`config.mk`:
```
export PLATFORM = sky130hd
export DESIGN_NAME = ocwd_top
export DESIGN_NICKNAME = d
export VERILOG_FILES = /design/src/rtl/ocwd_pkg.sv /design/src/rtl/ocwd_prescale.sv /design/src/rtl/ocwd_units.sv /design/src/rtl/ocwd_pulse.sv /design/src/rtl/ocwd_top.sv
export SDC_FILE = /design/constraint.sdc
export NUM_CORES = 1
export LEC_CHECK = 0
export ABC_AREA = 1
export BUFFER_PORTS_ARGS = -buffer_cell sky130_fd_sc_hd__buf_4
export CELL_PAD_IN_SITES_DETAIL_PLACEMENT = 1
export CELL_PAD_IN_SITES_GLOBAL_PLACEMENT = 1
export CORE_ASPECT_RATIO = 1.2
export CORE_UTILIZATION = 35
export DETAILED_ROUTE_END_ITERATION = 8
export GPL_ROUTABILITY_DRIVEN = 0
export GPL_TIMING_DRIVEN = 0
export PLACE_DENSITY = 0.8
export REMOVE_ABC_BUFFERS = 1
export SLEW_MARGIN = 20
export SYNTH_ARGS = -nofsm -noshare
export SYNTH_HDL_FRONTEND = slang
export SYNTH_SLANG_ARGS = --single-unit
```
`constraint.sdc`:
```
create_clock -name clk -period 2 [get_ports clk]
set_input_delay 0.2 -clock clk [delete_from_list [all_inputs] [get_ports clk]]
set_output_delay 0.2 -clock clk [all_outputs]
set_load 0.02 [all_outputs]
```
`src/rtl/ocwd_pkg.sv`:
```
// Package: shared types for the overclock watchdog.
// Assumes: nothing beyond IEEE 1800-2017.
package ocwd_pkg;

    // Watchdog operating state.
    typedef enum logic [1:0] {
        WD_IDLE  = 2'd0,
        WD_RUN   = 2'd1,
        WD_ALARM = 2'd2
    } wd_state_e;

endpackage

```
`src/rtl/ocwd_prescale.sv`:
```
// Module: divides the tick strobe into unit strobes.
// Emits unit_stb_o on the tick that completes UNIT_TICKS ticks since the last clear.
// Assumes: UNIT_TICKS >= 2; clear_i has priority over counting.
module ocwd_prescale #(
    parameter int UNIT_TICKS = 580
) (
    input  logic clk,
    input  logic rst_n,
    input  logic clear_i,
    input  logic run_i,
    input  logic tick_i,
    output logic unit_stb_o
);
    localparam int PRE_W = $clog2(UNIT_TICKS);
    localparam logic [PRE_W-1:0] PRE_LAST = PRE_W'(UNIT_TICKS - 1);

    logic [PRE_W-1:0] pre_q;

    // Count ticks within the current unit, wrapping at the last one.
    always_ff @(posedge clk) begin
        if (!rst_n || clear_i) begin
            pre_q <= '0;
        end else if (run_i && tick_i) begin
            pre_q <= (pre_q == PRE_LAST) ? '0 : pre_q + 1'b1;
        end
    end

    // Flag the tick that closes a unit.
    assign unit_stb_o = run_i && tick_i && !clear_i && (pre_q == PRE_LAST);

endmodule

```
`src/rtl/ocwd_units.sv`:
```
// Module: unit down-counter for the watchdog timeout.
// A zero programmed count loads 2^CNT_W units. expire_o flags the step that
// consumes the final unit.
// Assumes: load_i has priority over step_i.
module ocwd_units #(
    parameter int CNT_W = 8
) (
    input  logic             clk,
    input  logic             rst_n,
    input  logic             load_i,
    input  logic [CNT_W-1:0] count_i,
    input  logic             step_i,
    output logic             expire_o
);
    localparam int UC_W = CNT_W + 1;

    logic [UC_W-1:0] units_q;
    logic [UC_W-1:0] load_val;

    // Map a zero count onto the full range.
    always_comb begin
        load_val = (count_i == '0) ? UC_W'(1) << CNT_W : {1'b0, count_i};
    end

    // Load or step the remaining-unit count.
    always_ff @(posedge clk) begin
        if (!rst_n || load_i) begin
            units_q <= load_val;
        end else if (step_i && units_q != '0) begin
            units_q <= units_q - 1'b1;
        end
    end

    // The step from one remaining unit is the expiry.
    assign expire_o = step_i && !load_i && (units_q == UC_W'(1));

endmodule

```
`src/rtl/ocwd_pulse.sv`:
```
// Module: fixed-width active-low reset pulse timer.
// Low from the fire_i edge for PULSE_TICKS further ticks.
// Assumes: PULSE_TICKS >= 1; output feeds an open-drain pull-down.
module ocwd_pulse #(
    parameter int PULSE_TICKS = 32
) (
    input  logic clk,
    input  logic rst_n,
    input  logic fire_i,
    input  logic tick_i,
    output logic pulse_n_o
);
    localparam int PW = $clog2(PULSE_TICKS + 1);

    logic [PW-1:0] left_q;

    // Arm on fire, count down one per tick until released.
    always_ff @(posedge clk) begin
        if (!rst_n) begin
            left_q <= '0;
        end else if (fire_i) begin
            left_q <= PW'(PULSE_TICKS);
        end else if (tick_i && left_q != '0) begin
            left_q <= left_q - 1'b1;
        end
    end

    // Released whenever no ticks remain.
    assign pulse_n_o = (left_q == '0);

endmodule

```
`src/rtl/ocwd_top.sv`:
```
// Module: overclock watchdog with safe-frequency fallback.
// Counts timeout_i units of UNIT_TICKS ticks while enabled. On expiry it latches
// the alarm, selects safe_code_i and fires one reset pulse of PULSE_TICKS ticks.
// Assumes: all strobes are synchronous one-cycle pulses; reload beats a
// coincident tick.
module ocwd_top #(
    parameter int CNT_W       = 8,
    parameter int CODE_W      = 4,
    parameter int UNIT_TICKS  = 580,
    parameter int PULSE_TICKS = 32
) (
    input  logic              clk,
    input  logic              rst_n,
    input  logic              tick_i,
    input  logic              wd_en_i,
    input  logic [CNT_W-1:0]  timeout_i,
    input  logic              timeout_wr_i,
    input  logic              service_i,
    input  logic              alarm_clr_i,
    input  logic [CODE_W-1:0] norm_code_i,
    input  logic [CODE_W-1:0] safe_code_i,
    output logic [CODE_W-1:0] sel_code_o,
    output logic              alarm_o,
    output logic              sys_rst_n_o
);
    import ocwd_pkg::*;

    wd_state_e state_q, state_d;
    logic      running, reload, unit_stb, expire;

    assign running = (state_q == WD_RUN);
    // Reload whenever not counting, or on any host strobe.
    assign reload  = !running || service_i || timeout_wr_i;

    ocwd_prescale #(.UNIT_TICKS(UNIT_TICKS)) u_pre (
        .clk        (clk),
        .rst_n      (rst_n),
        .clear_i    (reload),
        .run_i      (running),
        .tick_i     (tick_i),
        .unit_stb_o (unit_stb)
    );

    ocwd_units #(.CNT_W(CNT_W)) u_units (
        .clk      (clk),
        .rst_n    (rst_n),
        .load_i   (reload),
        .count_i  (timeout_i),
        .step_i   (unit_stb),
        .expire_o (expire)
    );

    ocwd_pulse #(.PULSE_TICKS(PULSE_TICKS)) u_pulse (
        .clk       (clk),
        .rst_n     (rst_n),
        .fire_i    (expire),
        .tick_i    (tick_i),
        .pulse_n_o (sys_rst_n_o)
    );

    // Next-state decision for the watchdog mode.
    always_comb begin
        state_d = state_q;
        if (!wd_en_i) begin
            state_d = WD_IDLE;
        end else begin
            unique case (state_q)
                WD_IDLE:  state_d = WD_RUN;
                WD_RUN:   state_d = expire ? WD_ALARM : WD_RUN;
                WD_ALARM: state_d = alarm_clr_i ? WD_RUN : WD_ALARM;
                default:  state_d = WD_IDLE;
            endcase
        end
    end

    // State register.
    always_ff @(posedge clk) begin
        if (!rst_n) state_q <= WD_IDLE;
        else        state_q <= state_d;
    end

    // Status flag and frequency-code substitution.
    assign alarm_o    = (state_q == WD_ALARM);
    assign sel_code_o = alarm_o ? safe_code_i : norm_code_i;

endmodule

```
# ---- Word level (Yosys, flattened, before mapping)
# Index checks and enable logic that the tools add are counted.
dict set report classes {
  n_addsub 3
  eq_ne 4
  reduce_logical 22
  n_bitwise 1
  n_mux 10
}
# cell count
set ops {}
lappend ops {{$mux 9} 3}
lappend ops {{$mux 6} 2}
lappend ops {{$add 10x1->10 const B} 1}
lappend ops {{$eq 10x10->1 const B} 1}
lappend ops {{$mux 10} 1}
lappend ops {{$eq 9x1->1 const B} 1}
lappend ops {{$reduce_bool 9->1} 1}
lappend ops {{$sub 9x1->9 const B} 1}
lappend ops {{$logic_not 8->1} 1}
lappend ops {{$logic_and 1x1->1} 7}
lappend ops {{$logic_not 6->1} 1}
lappend ops {{$pmux 2 s3} 1}
lappend ops {{$reduce_bool 6->1} 1}
lappend ops {{$sub 6x1->6 const B} 1}
lappend ops {{$mux 2} 2}
lappend ops {{$mux 4} 1}
lappend ops {{$reduce_bool 2->1} 2}
lappend ops {{$logic_not 1->1} 3}
lappend ops {{$logic_or 1x1->1} 3}
lappend ops {{$eq 2x1->1 const B} 1}
lappend ops {{$eq 2x2->1 const B} 1}
lappend ops {{$logic_not 2->1} 1}
lappend ops {{$reduce_and 2->1} 1}
lappend ops {{$reduce_or 2->1} 1}
lappend ops {{$not 1->1} 1}
dict set report word_totals {
  ff_bits 27
  output_inout_bits 6
}

# ---- Logic depth before layout (Yosys ltp)
# Gate-level depths: netlist (run 1).
dict set report depth {
  word_depth 11
  depth_mapped 8
}

# ---- By module
# Synthesis (run 1) repeated with hierarchy kept, for this count alone.
dict set report hier_totals {
  cells_unflattened 242
  area_unflattened_um2 1670.4
}
# mod area_per_inst_um2 instances cells_per_inst
set modules_own_cells {}
lappend modules_own_cells {ocwd_units 633.1 1 85}
lappend modules_own_cells {ocwd_prescale 524.3 1 78}
lappend modules_own_cells {ocwd_pulse 350.3 1 50}
lappend modules_own_cells {ocwd_top 162.7 1 29}

# ---- Worst setup path after synthesis (run 1)
# Ideal clock, no wire load.
dict set report synth_timing {
  kind {reg-to-reg}
  start {register u_units.units_q[0]}
  end {register u_units.units_q[0] (enable)}
  path_slack_ps 82
  t_required_ps 1613
  path_stages_with_launch 6
  arrival_time_ps 1531
  setup_time_ps 387
  period_less_slack_ps 1918
  n_path_buf 0
  path_cell_list {edfxtp_1 -> inv_1 -> ha_1 -> nand2_1 -> nor2_1 -> o21ai_0}
}
dict set report synth_via {
  elab_chain_cells 3
}
# element line_no
set synth_lines {}
lappend synth_lines {{from (decl)} ocwd_units.sv:17} ;# logic [UC_W-1:0] units_q;
lappend synth_lines {{from (signal assigned)} ocwd_units.sv:28} ;# units_q <= load_val;
lappend synth_lines {{from (signal assigned)} ocwd_units.sv:30} ;# units_q <= units_q - 1'b1;
lappend synth_lines {{$reduce_bool 9->1} ocwd_units.sv:29} ;# end else if (step_i && units_q != '0) begin
lappend synth_lines {{$logic_and 1x1->1} ocwd_units.sv:29}
lappend synth_lines {{$reduce_bool 2->1 (no source line)} --}
# Every way passes these cells.
# A chain may end at the register's enable or synchronous reset.

# ---- Worst setup path in the final report (run 1)
dict set report layout_timing {
  start {register u_pre.pre_q[0]}
  end {register u_units.units_q[0] (enable)}
}
dict set report layout_via {
  elab_chain_cells 4
}
# element line_no
set layout_lines {}
lappend layout_lines {{from (decl)} ocwd_prescale.sv:17} ;# logic [PRE_W-1:0] pre_q;
lappend layout_lines {{from (signal assigned)} ocwd_prescale.sv:24} ;# pre_q <= (pre_q == PRE_LAST) ? '0 : pre_q + 1'b1;
lappend layout_lines {{$eq 10x10->1} ocwd_prescale.sv:29} ;# assign unit_stb_o = run_i && tick_i && !clear_i && (pre_q == PRE_LAST);
lappend layout_lines {{$logic_and 1x1->1} ocwd_prescale.sv:29}
lappend layout_lines {{$logic_and 1x1->1} ocwd_units.sv:29}
lappend layout_lines {{$reduce_bool 2->1 (no source line)} --}
# Every way passes these cells.

==> results.ini, run 1 <==
[detailed_routing]
wl_per_cell_um = 12.2
first_pass_iters = 2
vias = 1498
antenna_left = 0
first_iter_violations = 43
viasPerCell = 4.82
drc_errors = 0
wl_mm = 3.79

[floorplan]
ioPinCount = 29
die_area_um2 = 4890
start_util = 0.373
fp.dieW_um = 64.0
die_y_um = 76.4
core_area_um2 = 4330
rows = 26

[sta]
report.final.hold_viol_count = 0
worst_clock_skew_ns = 0.00375
setup_viol = 0
fin_crit_sh = 0.901
fin_ws_ns = 0.198
worst_pin_slew_ns = 0.509
max-slew-margin-rel = 0.660
rsz0062_at_grt = false
slew_violations = 0
max_freq_mhz = 555
period_needed_ns = 1.80

[cts]
cts_tree = built
htreeDepth = 1
clk_root_buffer_cell = clkbuf_8
clock_latency_ns = 0.27
path_clk_slew_ns = 0.10
cts_hold_buf = 0
clock_sinks = 27
clockBufferDepth = 2
postCtsSetupBuffers = 0
cts_buffers = 3

[placement]
place_ws_ns = -0.317
portBuffers = 28
placed_area_um2 = 1870
placed_cells = 307
dp_hpwl_mm = 3.06

[grt]
grt_overflow = 0
grt_usage = 0.164
grt_max_degree = 23
antenna_found_initial = 0
grt_pass1_vias = 1534
grt_pass1_wl_mm = 6.52

[critical_path]
criticalPathCategory = register to register
path_max_fanout = 9
crit_chain = ha_1 -> nand3_1 -> nor2_1 -> nand2_1 -> o21ai_2
r2r_setup_slack_ns = 0.20
critPathBufInv = 0
start_kind = register
critical_path.top_delay_family = simple AND/OR/NAND/NOR gates
required_ns = 1.92
critical_path.slowest_cell = o21ai_2
worstPathArrival_ns = 1.72
cp-end-kind = register
cpPeakStageDelay_ns = 0.43

[synthesis]
synth_area_leaders = dfxtp_1, edfxtp_1, nand2_1, nor2_1, inv_1
synthMuxAreaShare = 0
synth_xor_area_frac = 0.0543
yosysUniqueCellTypes = 26
synth_top_area_cell = dfxtp_1
synth_fa_ha_area_frac = 0.0388
synth.top_cells.by_count = nand2_1, nor2_1, inv_1, dfxtp_1, nand3_1
yosysWarnings = 0
synth_seq_area_share = 0.391
synth_most_common_cell = nand2_1
synthesis.area_um2 = 1610
synthArstFlopShare = 0
synth-main-ff-cell = dfxtp_1
synthSimpleGateAreaFrac = 0.352
syn_inst = 226
synth_top_area_share = 0.223
synth-edff-count = 9
avgSynthCellArea_um2 = 7.14
synth_compound_area_frac = 0.0860
synth_top_family_by_area = simple AND/OR/NAND/NOR gates
ys_ff_latch = 27

[cells_and_area]
drive_above_1_share = 0.157
fill_cells = 575
n_antenna_cell = 0
syn2layout_area_growth_pct = 19.4
fin_cells = 311
layout.nets = 284
design_area_um2 = 1930

[flow_run]
maxCapViolCount = 0

[power_and_ir_drop]
p_int_uw = 973
combPwrFrac = 0.336
switching_share = 0.343
leakage_nw = 0.837
power_frac_clock = 0.213
power_switching_uw = 508
power_density_nw_per_um2 = 769
seqPwrFrac = 0.451
vdd_ir_drop_max_mv = 0.525

[hold_path]
hold_path.class = input pin to register

[run_status]
status = completed

==> final timing paths <==
check             depth (start not counted)         startpoint            endpoint
setup / recovery                          5     u_pre.pre_q[0]  u_units.units_q[0]
hold / removal                            3              rst_n   u_pulse.left_q[5]
hold reg to reg                           2  u_pulse.left_q[0]   u_pulse.left_q[0]
setup reg to reg                          5     u_pre.pre_q[0]  u_units.units_q[0]
==> flip-flops by register name, summed over array words and instances, names as in the netlist <==
name,cells
u_pre.pre_q,10
u_units.units_q,9
u_pulse.left_q,6
state_q,2
==> kinds of logic after synthesis <==
family | after synthesis
xor+xnor | 10
simple gates | 127
flops | 27
fa+ha+maj | 5
buf+inv | 31
compound gates | 26
==> tightest hold or removal path, cell delays in order <==
cell and delay [ns]:
buf_4 0.11, nand2_1 0.05, inv_1 0.05
==> metal layers <==
metal	vias to the layer above	routed length, µm	track usage
li1	776	-	-
met1	709	1650	0.180
met2	9	2070	0.322
met3	4	50	0.0180
met4	0	23	0.0409
met5	-	0	0
==> layout by cell type, fill, tap and decap left out <==
cell type,synthesis,final
a21oi_1,12,12
a21oi_2,1,1
buf_4,0,28
clkbuf_1,0,1
clkbuf_8,0,3
dfxtp_1,18,18
edfxtp_1,9,9
ha_1,5,5
inv_1,27,27
inv_2,1,1
nand2_1,61,61
nand2_4,1,1
nand3_1,17,16
nand3_2,0,1
nand3b_1,1,1
nand4_1,3,3
nor2_1,32,32
nor2_4,3,3
nor3_1,3,3
nor3_4,1,1
nor4_1,2,2
o21a_1,1,1
o21ai_0,10,9
o21ai_1,1,1
o21ai_2,0,1
o31ai_1,1,1
or2_0,3,3
xnor2_1,4,4
xor2_1,6,6
==> per-stage QoR <==
stage | hold WS [ns] | TNS (ns) | util | power, mW
finish | 0.160 | 0 | 0.445 | 1.48
global route | 0.170 | 0 | 0.445 | 1.60
CTS | 0.160 | 0 | 0.445 | 1.51
detailed placement | 0.444 | -2.93 | 0.433 | 1.18
global placement | 0.422 | -5.02 | 0.433 | 1.16
floorplan | 0.298 | 0 | - | 1.02
==> repair_timing <==
item / 4_1_cts / 5_1_grt
gates resized for setup: 2 / 0
endpoints found under the setup margin: 10 / 0
hold endpoints to repair: 0 / 0
==> final cells by class <==
class | instances | area, µm² | area share
repair buffers | 28 | 210 | 0.109
flip-flops and latches | 27 | 631 | 0.327
multi-input cells | 168 | 866 | 0.449
inverters | 28 | 105 | 0.0545
clock buffers | 4 | 45.0 | 0.0234
well taps | 56 | 70.1 | 0.0364
==> power by group through the flow <==
| stage | clock network, mW | registers, mW | logic [mW] |
|---|---|---|---|
| after floorplan | 0 | 0.668 | 0.354 |
| after global placement | 0 | 0.678 | 0.480 |
| after detailed placement | 0 | 0.681 | 0.503 |
| after CTS | 0.332 | 0.668 | 0.507 |
| after global routing | 0.348 | 0.675 | 0.575 |
| final | 0.316 | 0.668 | 0.497 |
(Power assumes the default switching activity.)
==> inputs of run 2 (changes only) <==
--- a/config.mk
+++ b/config.mk
@@ -6,7 +6,7 @@
 export NUM_CORES = 1
 export LEC_CHECK = 0
 export ABC_AREA = 1
-export BUFFER_PORTS_ARGS = -buffer_cell sky130_fd_sc_hd__buf_4
+export BUFFER_PORTS_ARGS = -buffer_cell sky130_fd_sc_hd__buf_2
 export CELL_PAD_IN_SITES_DETAIL_PLACEMENT = 1
 export CELL_PAD_IN_SITES_GLOBAL_PLACEMENT = 1
 export CORE_ASPECT_RATIO = 1.2
@@ -16,7 +16,8 @@
 export GPL_TIMING_DRIVEN = 0
 export PLACE_DENSITY = 0.8
 export REMOVE_ABC_BUFFERS = 1
-export SLEW_MARGIN = 20
+export SETUP_SLACK_MARGIN = 0.4
+export SLEW_MARGIN = 10
 export SYNTH_ARGS = -nofsm -noshare
 export SYNTH_HDL_FRONTEND = slang
 export SYNTH_SLANG_ARGS = --single-unit
==> results.ini, run 2 (same netlist as run 1, synthesis figures left out) <==
[detailed_routing]
antenna_left = 0  ; unchanged
viasPerCell = 4.84  ; +0.54%
drc_errors = 0  ; unchanged
wl_mm = 4.14  ; +9.2%
first_pass_iters = 4  ; +2
vias = 1540  ; +2.8%
first_iter_violations = 33  ; -23%
wl_per_cell_um = 13.0  ; +6.8%

[hold_path]
min_to = state_q[1]
holdPathStages = 3  ; unchanged
hold_path.class = input pin to register
hold_start = wd_en_i

[grt]
grt_max_degree = 23  ; unchanged
grt_usage = 0.173  ; +0.00888
grt_pass1_vias = 1621  ; +5.7%
grt_overflow = 0  ; unchanged
antenna_found_initial = 0  ; unchanged
grt_pass1_wl_mm = 6.78  ; +4.0%

[critical_path]
start_kind = register
rr_worst_depth = 6  ; +1
crit_chain = inv_1 -> ha_2 -> nand2_1 -> nor2_2 -> o21ai_4 -> buf_4
r2r_setup_slack_ns = 0.43  ; +0.23 ns
criticalPathCategory = register to register
critical_path.slowest_cell = edfxtp_1
worstReg2RegStart = u_units.units_q[0]
cp-end-kind = register
path_max_fanout = 4  ; -5
critical_path.top_delay_family = flip-flops
required_ns = 2.05  ; +0.13 ns
critPathBufInv = 2  ; +2
cpPeakStageDelay_ns = 0.45  ; +0.02 ns
worstPathArrival_ns = 1.63  ; -0.09 ns
r2r-end = u_units.units_q[8]

[sta]
worst_clock_skew_ns = 0.00109  ; -0.00266 ns
hold-worst-slack_ns = 0.158  ; -0.00205 ns
max-slew-margin-rel = 0.723  ; +0.0623
rsz0062_at_grt = true
setup_viol = 0  ; unchanged
max_freq_mhz = 635  ; +14%
slew_violations = 0  ; unchanged
fin_crit_sh = 0.787  ; -0.114
worst_pin_slew_ns = 0.414  ; -0.0950 ns
report.final.hold_viol_count = 0  ; unchanged
period_needed_ns = 1.57  ; -0.228 ns

[cells_and_area]
final_cell_mix = nand2_1, buf_2, nor2_1
layout.nets = 291  ; +2.5%
reg_top3 = u_pre.pre_q (10), u_units.units_q (9), u_pulse.left_q (6)
top_register = u_pre.pre_q
drive_above_1_share = 0.237  ; +0.0798
fill_cells = 564  ; -1.9%
layout.cells.most_common = nand2_1
n_antenna_cell = 0  ; unchanged
design_area_um2 = 1960  ; +1.9%
syn2layout_area_growth_pct = 21.7
largest_reg_flops = 10  ; unchanged

[cts]
path_clk_slew_ns = 0.09  ; about the same
htreeDepth = 1  ; unchanged
cts_buffers = 3  ; unchanged
clock_latency_ns = 0.28  ; about the same
clk_root_buffer_cell = clkbuf_8
cts_tree = built
clock_sinks = 27  ; unchanged
cts_hold_buf = 0  ; unchanged
clockBufferDepth = 2  ; unchanged

[placement]
placed_area_um2 = 1800  ; -3.7%
portBuffers = 28  ; unchanged
dp_hpwl_mm = 2.99  ; -2.2%

[run_status]
status = completed

[power_and_ir_drop]
leakage_nw = 0.832  ; -0.60%
vdd_ir_drop_max_mv = 0.468  ; -11%
power_density_nw_per_um2 = 749  ; -2.6%

[flow_run]
maxCapViolCount = 0  ; unchanged

[floorplan]
start_util = 0.373  ; unchanged
rows = 26  ; unchanged
ioPinCount = 29  ; unchanged
core_area_um2 = 4330  ; unchanged
fp.dieW_um = 64.0  ; unchanged
die_area_um2 = 4890  ; unchanged
die_y_um = 76.4  ; unchanged

run 2: worst max-delay path by stage:
stage                     cells after the start               start  slack, ns                  to
after CTS                                     6      u_pre.pre_q[0]       0.40  u_units.units_q[7]
after floorplan                               5  u_units.units_q[0]       0.08  u_units.units_q[0]
after global placement                        5          state_q[0]      -0.51  u_units.units_q[7]
after global routing                          6  u_units.units_q[0]       0.34  u_units.units_q[8]
after detailed placement                      5          state_q[0]      -0.53  u_units.units_q[7]
final                                         6  u_units.units_q[0]       0.43  u_units.units_q[8]
run 2: power by group:
group	internal (mW)	total [mW]	switching (mW)
sequential	0.625	0.669	0.0434
combinational	0.185	0.481	0.296
clock	0.143	0.321	0.178
total	0.953	1.47	0.518
run 2: layer usage:
layer,GRT usage,share of wire,up-vias
li1,-,-,796
met1,0.187,0.42,723
met2,0.335,0.55,17
met3,0.0195,0.019,4
met4,0.0591,0.012,0
met5,0,0,-
run 2: area by class of cell:
| type | instances | area, µm² | area share |
|---|---|---|---|
| multi-input cells | 169 | 918 | 0.468 |
| flip-flops and latches | 27 | 637 | 0.324 |
| repair buffers | 34 | 185 | 0.0943 |
| inverters | 28 | 109 | 0.0554 |
| well taps | 56 | 70.1 | 0.0357 |
| clock buffers | 4 | 45.0 | 0.0229 |
run 2: stage by stage:
step / util / instances / total power [mW] / setup TNS (ns) / setup slack [ns]
after floorplan: - / 223 / 1.02 / 0 / 0.0820
after global placement: 0.417 / 307 / 1.13 / -4.64 / -0.513
after detailed placement: 0.417 / 307 / 1.15 / -4.87 / -0.533
after CTS: 0.441 / 314 / 1.47 / 0 / 0.401
after global routing: 0.454 / 318 / 1.58 / 0 / 0.339
final: 0.454 / 318 / 1.47 / 0 / 0.425
run 2: repair_timing:
item,4_1_cts,5_1_grt
cloned,0,1
endpoints found under the setup margin,31,21
setup buffers,3,3
gates resized for setup,10,12
hold endpoints to repair,0,0
pin swaps,1,4
run 2: worst min-delay path, delay by kind of cell:
family / cells / cell delay, ns
buffers and inverters: 1 / 0.10
AND/OR/NAND/NOR: 1 / 0.07
AO/OA/AOI/OAI: 1 / 0.04
==> inputs of run 3 (changes only) <==
--- a/config.mk
+++ b/config.mk
@@ -10,11 +10,11 @@
 export CELL_PAD_IN_SITES_DETAIL_PLACEMENT = 1
 export CELL_PAD_IN_SITES_GLOBAL_PLACEMENT = 1
 export CORE_ASPECT_RATIO = 1.2
-export CORE_UTILIZATION = 35
+export CORE_UTILIZATION = 39
 export DETAILED_ROUTE_END_ITERATION = 8
 export GPL_ROUTABILITY_DRIVEN = 0
 export GPL_TIMING_DRIVEN = 0
-export PLACE_DENSITY = 0.8
+export PLACE_DENSITY = 0.84
 export REMOVE_ABC_BUFFERS = 1
 export SETUP_SLACK_MARGIN = 0.4
 export SLEW_MARGIN = 10
==> constraint.sdc (replaced) <==
create_clock -name clk -period 1.62 [get_ports clk]
set_input_delay 0.162 -clock clk [delete_from_list [all_inputs] [get_ports clk]]
set_output_delay 0.162 -clock clk [all_outputs]
set_load 0.02 [all_outputs]
==> results.ini, run 3 (same netlist as run 1, synthesis figures left out) <==
[run_status]
status = completed

[cts]
clock_sinks = 27  ; unchanged
cts_tree = built
cts_buffers = 3  ; unchanged
path_clk_slew_ns = 0.11  ; +0.02 ns
htreeDepth = 1  ; unchanged
clockBufferDepth = 2  ; unchanged
clock_latency_ns = 0.30  ; +0.02 ns
clk_root_buffer_cell = clkbuf_8
cts_hold_buf = 0  ; unchanged

[cells_and_area]
n_antenna_cell = 0  ; unchanged
final_cell_mix = nand2_1, buf_4, buf_2
drive_above_1_share = 0.542  ; +0.305
final_core_util = 0.672  ; +0.218
reg_top3 = u_pre.pre_q (10), u_units.units_q (9), u_pulse.left_q (6)
largest_reg_flops = 10  ; unchanged
top_register = u_pre.pre_q
layout.nets = 330  ; +13%
fill_cells = 467  ; -17%
syn2layout_area_growth_pct = 64.1
fin_cells = 355  ; +12%
layout.cells.most_common = nand2_1
design_area_um2 = 2650  ; +35%

[grt]
grt_overflow = 0  ; unchanged
grt_pass1_vias = 2020  ; +25%
antenna_found_initial = 0  ; unchanged
grt_max_degree = 15  ; -35%
grt_pass1_wl_mm = 9.60  ; +42%
grt_usage = 0.306  ; +0.133

[critical_path]
rr_worst_depth = 8  ; +2
cpPeakStageDelay_ns = 0.36  ; -0.09 ns
crit_chain = inv_2 -> nor2_4 -> nand2_4 -> buf_6 -> buf_12 -> nor2_4 -> a21oi_1 -> nor3_1
r2r-end = u_pre.pre_q[4]
critical_path.top_delay_family = simple AND/OR/NAND/NOR gates
cp-end-kind = register
critical_path.slowest_cell = dfxtp_2
critPathBufInv = 3  ; +1
criticalPathCategory = register to register
required_ns = 1.80  ; -0.25 ns
start_kind = register
worstReg2RegStart = state_q[0]
critPathMostFrequentCell = nor2_4
r2r_setup_slack_ns = 0.05  ; -0.38 ns
path_max_fanout = 4  ; unchanged
worstPathArrival_ns = 1.76  ; +0.13 ns

[floorplan]
fp.dieW_um = 60.7  ; -5.1%
die_area_um2 = 4400  ; -10%
rows = 25  ; -3.8%
ioPinCount = 29  ; unchanged
start_util = 0.410  ; +0.0365
die_y_um = 72.5  ; -5.1%
core_area_um2 = 3940  ; -8.9%

[hold_path]
hold_start = wd_en_i
min_to = state_q[1]
holdPathStages = 3  ; unchanged
hold_path.class = input pin to register

[detailed_routing]
drc_errors = 0  ; unchanged
first_pass_iters = 4  ; unchanged
viasPerCell = 5.66  ; +17%
wl_mm = 8.44  ; +100%
wl_per_cell_um = 23.8  ; +83%
first_iter_violations = 115  ; +250%
vias = 2010  ; +31%
antenna_left = 0  ; unchanged

[power_and_ir_drop]
power_density_nw_per_um2 = 935  ; +25%
leakage_nw = 1.09  ; +31%
vdd_ir_drop_max_mv = 0.954  ; +100%

[sta]
hold-worst-slack_ns = 0.167  ; +0.00864 ns
slew_violations = 0  ; unchanged
max-slew-margin-rel = 0.572  ; -0.151
fin_setup_tns_ns = 0  ; unchanged
period_needed_ns = 1.57  ; -0.000146 ns
worst_pin_slew_ns = 0.640  ; +0.225 ns
max_freq_mhz = 635  ; about the same
worst_clock_skew_ns = 0.00906  ; +0.00797 ns
report.final.hold_viol_count = 0  ; unchanged
rsz0062_at_grt = true
fin_crit_sh = 0.972  ; +0.185
setup_viol = 0  ; unchanged

[placement]
portBuffers = 28  ; unchanged
dp_hpwl_mm = 2.93  ; -2.1%
placed_cells = 305  ; -0.65%
placed_area_um2 = 1800  ; -0.14%

[flow_run]
maxCapViolCount = 0  ; unchanged

run 3: cell type report:
type                       count  area [µm²]  area share
timing repair buffer          73         581       0.219
inverter                      28         114      0.0430
multi-input combinational    169        1190       0.451
clock buffer                   4        45.0      0.0170
tap                           54        67.6      0.0255
sequential                    27         647       0.244
run 3: tightest hold or removal path: cells and delay by family:
kind                   cells  cell delay (ns)
AND/OR/NAND/NOR            1             0.12
buffers and inverters      1             0.11
AO/OA/AOI/OAI              1             0.05
run 3: repair_timing:
item / in CTS / in global routing
resized for setup: 84 / 56
pin swaps: 19 / 20
cloned: 1 / 0
setup endpoints to repair: 42 / 42
setup buffers: 29 / 16
run 3: how the worst max path moves through the flow:
stage                  startpoint            endpoint  slack [ns]  depth (start not counted)
6_report               state_q[0]      u_pre.pre_q[4]        0.05                          8
5_1_grt                state_q[0]      u_pre.pre_q[4]       -0.03                          8
4_1_cts            u_pre.pre_q[1]  u_units.units_q[8]        0.14                          6
3_5_place_dp           state_q[0]  u_units.units_q[7]       -0.91                          5
3_3_place_gp           state_q[0]  u_units.units_q[7]       -0.89                          5
2_1_floorplan  u_units.units_q[0]  u_units.units_q[0]       -0.30                          5
run 3: layer usage:
layer	track usage	wire [µm]	up-vias
li1	-	-	881
met1	0.283	3040	975
met2	0.595	4400	107
met3	0.0303	437	47
met4	0.215	565	0
met5	0	0	-
run 3: through the flow:
stage	setup slack [ns]	power, mW
floorplan	-0.298	1.26
global placement	-0.890	1.39
detailed placement	-0.906	1.41
CTS	0.145	2.14
global route	-0.0322	2.55
finish	0.0452	2.48
run 3: where the power goes:
| part | switching [mW] | total (mW) | internal [mW] |
|---|---|---|---|
| clock network | 0.261 | 0.440 | 0.178 |
| registers | 0.0956 | 0.870 | 0.775 |
| logic | 0.677 | 1.17 | 0.490 |
| total | 1.03 | 2.48 | 1.44 |
